`config.mk`:
```
export PLATFORM = sky130hd
export DESIGN_NAME = dptr_sfr_unit
export DESIGN_NICKNAME = d
export VERILOG_FILES = /design/src/rtl/dptr_pkg.sv /design/src/rtl/dptr_bank.sv /design/src/rtl/dptr_ctrl_regs.sv /design/src/rtl/dptr_sfr_unit.sv
export SDC_FILE = /design/constraint.sdc
export NUM_CORES = 1
export LEC_CHECK = 0
export BUFFER_PORTS_ARGS = -buffer_cell sky130_fd_sc_hd__buf_2
export CAP_MARGIN = 10
export CORE_MARGIN = 2
export CORE_UTILIZATION = 50
export DETAILED_ROUTE_END_ITERATION = 8
export GPL_TIMING_DRIVEN = 1
export PLACE_DENSITY = 0.78
export SYNTH_ARGS = -nofsm -noshare
export SYNTH_HDL_FRONTEND = slang
export SYNTH_SLANG_ARGS = --single-unit
```
`constraint.sdc`:
```
create_clock -name clk -period 1.9 [get_ports clk]
set_input_delay 0.285 -clock clk [delete_from_list [all_inputs] [get_ports clk]]
set_output_delay 0.285 -clock clk [all_outputs]
set_load 0.02 [all_outputs]
```
`src/rtl/dptr_pkg.sv`:
```
package dptr_pkg;

    localparam int BYTE_W = 8;

    localparam logic [BYTE_W-1:0] ADDR_PTR_LO = 8'h82;
    localparam logic [BYTE_W-1:0] ADDR_PTR_HI = 8'h83;
    localparam logic [BYTE_W-1:0] ADDR_AUX    = 8'h8E;
    localparam logic [BYTE_W-1:0] ADDR_SEL    = 8'hA2;

    // bit positions inside the byte-wide registers
    localparam int SEL_BIT  = 0;
    localparam int FLAG_BIT = 3;
    localparam int ALE_BIT  = 0;
    localparam int XRAM_BIT = 1;

    typedef enum logic [1:0] {
        OP_IDLE = 2'b00,
        OP_LOAD = 2'b01,
        OP_INC  = 2'b10,
        OP_RSVD = 2'b11
    } ptr_op_e;

    typedef struct packed {
        logic lo;
        logic hi;
        logic sel;
        logic aux;
    } sfr_hit_t;

    typedef struct packed {
        logic flag;
        logic sel;
    } sel_reg_t;

    typedef struct packed {
        logic ext_ram;
        logic ale_off;
    } aux_reg_t;

    function automatic sfr_hit_t decode_addr(input logic [BYTE_W-1:0] a);
        sfr_hit_t h;
        h.lo  = (a == ADDR_PTR_LO);
        h.hi  = (a == ADDR_PTR_HI);
        h.sel = (a == ADDR_SEL);
        h.aux = (a == ADDR_AUX);
        return h;
    endfunction

    function automatic logic [BYTE_W-1:0] pack_sel(input sel_reg_t r);
        logic [BYTE_W-1:0] b;
        b = '0;
        b[SEL_BIT]  = r.sel;
        b[FLAG_BIT] = r.flag;
        return b;
    endfunction

    function automatic logic [BYTE_W-1:0] pack_aux(input aux_reg_t r);
        logic [BYTE_W-1:0] b;
        b = '0;
        b[ALE_BIT]  = r.ale_off;
        b[XRAM_BIT] = r.ext_ram;
        return b;
    endfunction

endpackage

```
`src/rtl/dptr_bank.sv`:
```
module dptr_bank
    import dptr_pkg::*;
#(
    parameter int PTR_W    = 16,
    parameter int NUM_PTRS = 2,
    localparam int SEL_W   = (NUM_PTRS > 1) ? $clog2(NUM_PTRS) : 1,
    localparam int HI_W    = PTR_W - BYTE_W
) (
    input  logic              clk,
    input  logic              rst,
    input  logic [SEL_W-1:0]  sel,
    input  ptr_op_e           op,
    input  logic [PTR_W-1:0]  imm,
    input  logic              we_lo,
    input  logic              we_hi,
    input  logic [BYTE_W-1:0] wdata,
    output logic [PTR_W-1:0]  cur_ptr
);

    logic [PTR_W-1:0] ptr_q [NUM_PTRS];

    for (genvar i = 0; i < NUM_PTRS; i++) begin : g_ptr
        logic active;
        assign active = (sel == SEL_W'(i));

        always_ff @(posedge clk) begin
            if (rst) begin
                ptr_q[i] <= '0;
            end else if (active) begin
                // a core operation takes priority over an SFR byte write
                unique case (op)
                    OP_LOAD: ptr_q[i] <= imm;
                    OP_INC:  ptr_q[i] <= ptr_q[i] + PTR_W'(1);
                    default: begin
                        if (we_lo) ptr_q[i][BYTE_W-1:0]     <= wdata;
                        if (we_hi) ptr_q[i][PTR_W-1:BYTE_W] <= wdata[HI_W-1:0];
                    end
                endcase
            end
        end
    end

    assign cur_ptr = ptr_q[sel];

endmodule

```
`src/rtl/dptr_ctrl_regs.sv`:
```
module dptr_ctrl_regs
    import dptr_pkg::*;
(
    input  logic              clk,
    input  logic              rst,
    input  logic              we_sel,
    input  logic              we_aux,
    input  logic [BYTE_W-1:0] wdata,
    output sel_reg_t          sel_q,
    output aux_reg_t          aux_q
);

    // only the implemented bits are captured; bit 2 and the rest are dropped
    always_ff @(posedge clk) begin
        if (rst) begin
            sel_q <= '0;
        end else if (we_sel) begin
            sel_q.sel  <= wdata[SEL_BIT];
            sel_q.flag <= wdata[FLAG_BIT];
        end
    end

    always_ff @(posedge clk) begin
        if (rst) begin
            aux_q <= '0;
        end else if (we_aux) begin
            aux_q.ale_off <= wdata[ALE_BIT];
            aux_q.ext_ram <= wdata[XRAM_BIT];
        end
    end

endmodule

```
`src/rtl/dptr_sfr_unit.sv`:
```
module dptr_sfr_unit
    import dptr_pkg::*;
#(
    parameter int PTR_W = 16
) (
    input  logic             clk,
    input  logic             rst,
    input  logic [7:0]       sfr_addr,
    input  logic             sfr_we,
    input  logic [7:0]       sfr_wdata,
    output logic [7:0]       sfr_rdata,
    input  logic [1:0]       ptr_op,
    input  logic [PTR_W-1:0] ptr_imm,
    output logic [PTR_W-1:0] ptr_addr,
    output logic             dptr_sel,
    output logic             ale_disable,
    output logic             ext_ram_en
);

    localparam int NUM_PTRS = 2;
    localparam int HI_W     = PTR_W - BYTE_W;

    sfr_hit_t   hit;
    sel_reg_t   sel_q;
    aux_reg_t   aux_q;
    ptr_op_e    op;
    logic [PTR_W-1:0] cur_ptr;

    assign hit = decode_addr(sfr_addr);
    assign op  = ptr_op_e'(ptr_op);

    dptr_ctrl_regs u_ctrl (
        .clk    (clk),
        .rst    (rst),
        .we_sel (sfr_we & hit.sel),
        .we_aux (sfr_we & hit.aux),
        .wdata  (sfr_wdata),
        .sel_q  (sel_q),
        .aux_q  (aux_q)
    );

    dptr_bank #(
        .PTR_W    (PTR_W),
        .NUM_PTRS (NUM_PTRS)
    ) u_bank (
        .clk     (clk),
        .rst     (rst),
        .sel     (sel_q.sel),
        .op      (op),
        .imm     (ptr_imm),
        .we_lo   (sfr_we & hit.lo),
        .we_hi   (sfr_we & hit.hi),
        .wdata   (sfr_wdata),
        .cur_ptr (cur_ptr)
    );

    always_comb begin
        sfr_rdata = '0;
        if (hit.lo)  sfr_rdata = cur_ptr[BYTE_W-1:0];
        if (hit.hi)  sfr_rdata = BYTE_W'(cur_ptr[PTR_W-1:BYTE_W]);
        if (hit.sel) sfr_rdata = pack_sel(sel_q);
        if (hit.aux) sfr_rdata = pack_aux(aux_q);
    end

    assign ptr_addr    = cur_ptr;
    assign dptr_sel    = sel_q.sel;
    assign ale_disable = aux_q.ale_off;
    assign ext_ram_en  = aux_q.ext_ram;

endmodule

```
==> results of run 1 <==
worst paths after layout:
path,from,endpoint,slack [ps]
max reg2reg,u_bank.ptr_q[0][0]$_DFFE_PP_,u_bank.ptr_q[0][12]$_DFFE_PP_,40
min,rst,u_ctrl.aux_q[0]$_SDFFE_PP0P_,300
max,u_bank.ptr_q[0][0]$_DFFE_PP_,sfr_rdata[0],20
min reg2reg,u_ctrl.aux_q[0]$_SDFFE_PP0P_,u_ctrl.aux_q[0]$_SDFFE_PP0P_,480
cells in the final DEF (no fill, tap or decap), types with 2 or more instances in the layout:
master	n
nand3_1	22
nor4b_2	2
edfxtp_1	32
mux2_2	13
a22oi_2	2
buf_4	43
nor4_1	4
inv_1	8
a221o_1	5
nor2_1	34
a21oi_1	19
nor3_2	2
ha_1	4
nor3_1	5
o31ai_1	4
and4_1	3
xnor2_1	10
nor4_2	2
nand4_1	8
clkbuf_8	7
o21ai_1	5
mux2i_1	7
xor2_1	18
and3_1	6
and2_0	2
dfxtp_1	4
buf_2	63
nand2_1	51
a22oi_1	8
nor2_4	2
o21ai_0	14
cells by family after synthesis:
group | after synthesis | synth area share, %
multiplexers | 20 | 7.598
AND/OR/NAND/NOR | 154 | 27.76
flip-flops | 37 | 37.24
XOR/XNOR | 28 | 8.608
adder cells (fa/ha/maj) | 4 | 1.757
buffers and inverters | 21 | 3.294
AO/OA/AOI/OAI | 63 | 13.75
power by group:
group	switching [mW]	internal (mW)
Combinational	0.239	0.164
Sequential	0.0395	0.925
Clock	0.298	0.328
final cells by class:
| type | instances | area, um^2 | area share [%] |
|---|---|---|---|
| Clock buffer | 7 | 96.34 | 2.598 |
| Clock inverter | 1 | 5.005 | 0.1350 |
| Inverter | 8 | 30.03 | 0.8097 |
| Multi-Input combinational cell | 269 | 1753 | 47.27 |
| Sequential cell | 37 | 1065 | 28.71 |
| Tap cell | 72 | 90.09 | 2.429 |
| Timing Repair Buffer | 108 | 669.4 | 18.05 |
routing by layer:
metal	vias to the layer above	GRT usage (%)	share of wire, %
li1	1409	-	-
met2	204	51.93	48
met5	-	0	0
met1	1471	38.27	39
met4	0	11.90	3.6
met3	27	5.882	8.8
through the flow:
step,utilization (%),instances
after detailed placement,63.87,490
final,67.35,502
after CTS,66.21,499
after floorplan,-,327
after global placement,63.87,490
after global routing,67.35,502
registers in the layout (all words and copies together) (netlist names), named ones only:
register,cells
u_ctrl.aux_q,2
u_ctrl.sel_q,2
u_bank.ptr_q,32
repair_timing:
item,CTS,global route
buffers inserted,1,3
hold endpoints to repair,0,0
gates resized for setup,7,12
pin swaps,1,0
setup endpoints to repair,16,10
worst max-delay path, cell delays in order (launching register included):
cell      delay, ps
edfxtp_1        440
buf_4           170
mux2_2          290
a22oi_2         170
o21ai_1          80
buf_2           160
==> results_dict.tcl, run 1 <==
set metrics [dict create \
    hold_depth 2 \
    drv_cap 0 \
    worst_slack_ps 20.84 \
    die-area_um2 6318 \
    cts-root-buf "clkbuf_8" \
    dieWidth_um 79.49 \
    clockBufferDepth 2 \
    gp_congestion 0.9285 \
    startpoint_type "register" \
    synth_edf_count 32 \
    power_leakage_nw 1.569 \
    postCtsHoldBufs 0 \
    postLayoutCellArea_um2 3709 \
    antenna_found_initial 0 \
    finalCritPeriodShare_pct 98.90 \
    routed_via_density 6.197 \
    start_util_pct 51.74 \
    remaining_drc_errors 0 \
    p_total_mw 1.994 \
    yosysWarnings 0 \
    nFillCells 448 \
    grt_pass1_vias 2882 \
    critical_path_class "register to primary output" \
    synth_ff_type "edfxtp_1" \
    synth_top_area_share_pct 33.73 \
    drt_iter0_drc 354 \
    whs_ps 296.9 \
    clk_pin_slew_ps 70 \
    area_growth_syn_to_layout_pct 30.17 \
    hold_class "input port to register" \
    ys_seq_elements 37 \
    synthArstFlopShare_pct 0 \
    crit_path_end_kind "primary output" \
    synthDistinctLibCells 45 \
    diodes 0 \
    dp.final_hpwl_um 7181 \
    status "completed" \
    synth_area_leaders "edfxtp_1 34%, nand2_1 6.7%, xor2_1 5.5%, mux2_2 5.1%, nor2_1 4.6%" \
    crit_fanout 3 \
    critical_path_required_ps 1620 \
    synth_common_cells "51 x nand2_1, 35 x nor2_1, 32 x edfxtp_1, 22 x nand3_1, 20 x o21ai_0" \
    grt_pass1_wl_um 14500 \
    hold_viol_final 0 \
    fin_setup_tns_ps 0 \
    seq_area_frac_synth_pct 37.24 \
    finalCriticalPeriod_ps 1879 \
    setup_viol 0 \
    dieHeight_um 79.49 \
    layout.nets 470 \
    worstRegToRegCells 5 \
    drive_above_1_share_pct 34.65 \
    core_area_um2 5507 \
    grt_usage_pct 30.60 \
    grt_remaining_overflow 0 \
    drv_slew 0 \
    htree_levels 2 \
    placed_area_um2 3517 \
    firstDrtPassIters 5 \
    yosysTopAreaCell "edfxtp_1" \
    cts_tree "done" \
    cts.sinks 37 \
    dpl_worst_slack_ps -118.8 \
    ioPinCount 64 \
    drtAntennaViolNets 0 \
    powerDensity_nw_per_um2 537.7 \
    netlist_area_um2 2849 \
    port_buffers 63 \
    insertion_delay_ps 290 \
    wl_per_cell_um 19.04 \
    grt_max_degree 15 \
    ir_drop_uv 315.6 \
    rsz0062_at_grt "yes" \
    synth_cells 327 \
    worstMarginPinSlew_ps 580.2 \
    yosysMostFrequentCell "nand2_1" \
    fin_skew_ps 7.989 \
    vias 3111 \
    max_freq_mhz 532.2 \
    routed_wl_um 9556 \
    rows 27 \
    avgSynthCellArea_um2 8.712 \
    syn-num-nets 368 \
    cts_buffers 5 \
    cp.arrival_ps 1590 \
    slew_headroom_pct 61.18 \
]
No activity file was read; power rests on OpenSTA's default activity.
==> run 2: changes to the inputs <==
--- a/config.mk
+++ b/config.mk
@@ -8,10 +8,11 @@
 export BUFFER_PORTS_ARGS = -buffer_cell sky130_fd_sc_hd__buf_2
 export CAP_MARGIN = 10
 export CORE_MARGIN = 2
-export CORE_UTILIZATION = 50
+export CORE_UTILIZATION = 37
 export DETAILED_ROUTE_END_ITERATION = 8
 export GPL_TIMING_DRIVEN = 1
-export PLACE_DENSITY = 0.78
+export REMOVE_ABC_BUFFERS = 1
+export SETUP_SLACK_MARGIN = 0.15
 export SYNTH_ARGS = -nofsm -noshare
 export SYNTH_HDL_FRONTEND = slang
 export SYNTH_SLANG_ARGS = --single-unit
==> run 2 against run 1 <==
Non-clock buffer count grew 17. Die area grew 33%. Clock skew grew 8.2 ps. Routed wire length grew 8.4%. Fmax grew 0.37%. Global-route usage shrank 5.7 points.
==> results_dict.tcl, run 2 (same netlist as run 1, synthesis figures left out) <==
set metrics [dict create \
    insertion_delay_ps 300 \
    setup_viol 0 \
    drv_cap 0 \
    remaining_drc_errors 0 \
    port_buffers 63 \
    clk_pin_slew_ps 80 \
    stdcell_count 546 \
    routed_wl_um 10360 \
    ir_drop_uv 256.7 \
    cts.sinks 37 \
    grt_max_degree 16 \
    max_freq_mhz 534.1 \
    multi_input_area_um2 1922 \
    placed_area_um2 3636 \
    vias 3117 \
    critical_path.cell_chain "buf_6 > buf_6 > mux2_4 > nand3_2 > nand2_2 > buf_6" \
    ff2ff_setup_slack_ps 80 \
    rows 31 \
    diodes 0 \
    crit_fanout 3 \
    worstRegToRegCells 6 \
    wl_per_cell_um 18.97 \
    drv_slew 0 \
    power_leakage_nw 1.788 \
    hold_depth 2 \
    largest-register "u_bank.ptr_q" \
    seqCellArea_um2 1064 \
    layout_common_cells "55 x buf_2, 53 x buf_4, 50 x nand2_1" \
    ioPinCount 64 \
    start_util_pct 38.66 \
    largestRegisters "u_bank.ptr_q x32, u_ctrl.aux_q x2, u_ctrl.sel_q x2" \
    cts-root-buf "clkbuf_8" \
    dieHeight_um 91.75 \
    powerDensity_nw_per_um2 483.2 \
    startpoint_type "register" \
    drive_above_1_share_pct 40.72 \
    dp.final_hpwl_um 7754 \
    fin_skew_ps 16.18 \
    critical_path_class "register to primary output" \
    final_common_cell "buf_2" \
    dieWidth_um 91.75 \
    largest_reg_flops 32 \
    hold_class "input port to register" \
    core_area_um2 7370 \
    nFillCells 691 \
    timing.critical_path.mode_cell "buf_6" \
    post-route-util_pct 55.89 \
    gp_congestion 0.9618 \
    drt_iter0_drc 310 \
    dp_cells 525 \
    die-area_um2 8418 \
    whs_ps 328.4 \
    cp_slowest_cell "edfxtp_1" \
    grt_pass1_wl_um 16210 \
    slew_headroom_pct 70.89 \
    htree_levels 2 \
    r2r_start "u_bank.ptr_q[0][2]$_DFFE_PP_" \
    rsz0062_at_grt "yes" \
    crit_path_end_kind "primary output" \
    cp.arrival_ps 1590 \
    clockBufferDepth 2 \
    status "completed" \
    postLayoutCellArea_um2 4119 \
    min-delay-start "rst" \
    grt_remaining_overflow 0 \
    routed_via_density 5.709 \
    layout.nets 487 \
    hold_viol_final 0 \
    reg2reg_to "u_bank.ptr_q[0][11]$_DFFE_PP_" \
    cts_tree "done" \
    cts_buffers 5 \
    critical_path_required_ps 1620 \
    finalCritPeriodShare_pct 98.54 \
    min_to "u_ctrl.aux_q[0]$_SDFFE_PP0P_" \
    antenna_found_initial 0 \
    worstMarginPinSlew_ps 435.6 \
    cpPeakStageDelay_ps 460 \
    grt_pass1_vias 3094 \
    grt_usage_pct 24.86 \
    area_growth_syn_to_layout_pct 44.58 \
    firstDrtPassIters 5 \
    finalCriticalPeriod_ps 1872 \
    drtAntennaViolNets 0 \
]
-- run 2: worst max path at each step --
| stage | cells after the start | endpoint | startpoint | slack (ps) |
|---|---|---|---|---|
| after global placement | 9 | u_bank.ptr_q[1][5]$_SDFFCE_PN0P_ | ptr_op[0] | -90 |
| after detailed placement | 9 | u_bank.ptr_q[1][5]$_SDFFCE_PN0P_ | ptr_op[0] | -90 |
| after floorplan | 3 | u_bank.ptr_q[1][0]$_SDFFCE_PN0P_ | sfr_addr[2] | -740 |
| after global routing | 5 | sfr_rdata[3] | u_bank.ptr_q[0][11]$_DFFE_PP_ | -30 |
| final | 6 | sfr_rdata[2] | u_bank.ptr_q[0][2]$_DFFE_PP_ | 30 |
| after CTS | 5 | sfr_rdata[3] | u_bank.ptr_q[0][3]$_DFFE_PP_ | 40 |
-- run 2: where the power goes --
group	internal (mW)	switching, mW
Combinational	0.201	0.253
Clock	0.255	0.315
Sequential	0.927	0.0404
Total	1.38	0.608
-- run 2: per-stage QoR --
step | power [mW] | setup TNS, ps | setup WS, ps
global placement | 1.372 | -964.3 | -89.56
finish | 1.990 | 0 | 27.75
global route | 2.068 | -58.40 | -30.95
floorplan | 1.159 | -20900 | -736.2
CTS | 1.960 | 0 | 43.86
detailed placement | 1.375 | -1545 | -94.90
-- run 2: critical path: cells and delay by family, from the launching register on --
| family | cells | cell delay [ps] |
|---|---|---|
| flops | 1 | 460 |
| mux | 1 | 290 |
| buf+inv | 3 | 400 |
| simple gates | 2 | 150 |
-- run 2: layer usage --
metal  routed length [um]  up-vias  part of all wire, %  global-route usage [%]
met3                 1014       24                  9.8                   3.862
met1                 4283     1466                   41                   33.66
li1                     -     1444                    -                       -
met5                    0        -                    0                       0
met4                  278        0                  2.7                   9.204
met2                 4784      183                   46                   40.07
-- run 2: area by class of cell --
type / instances / area share (%)
sequential: 37 / 25.82
tap: 99 / 3.007
clock inverter: 3 / 0.3949
inverter: 8 / 0.7290
timing repair buffer: 125 / 21.72
multi-input combinational: 269 / 46.66
clock buffer: 5 / 1.671
-- run 2: repair_timing --
action,4_1_cts,5_1_grt
setup buffers,8,5
hold buffers,0,0
pin swaps,10,27
resized for setup,31,43
endpoints found under the setup margin,16,44
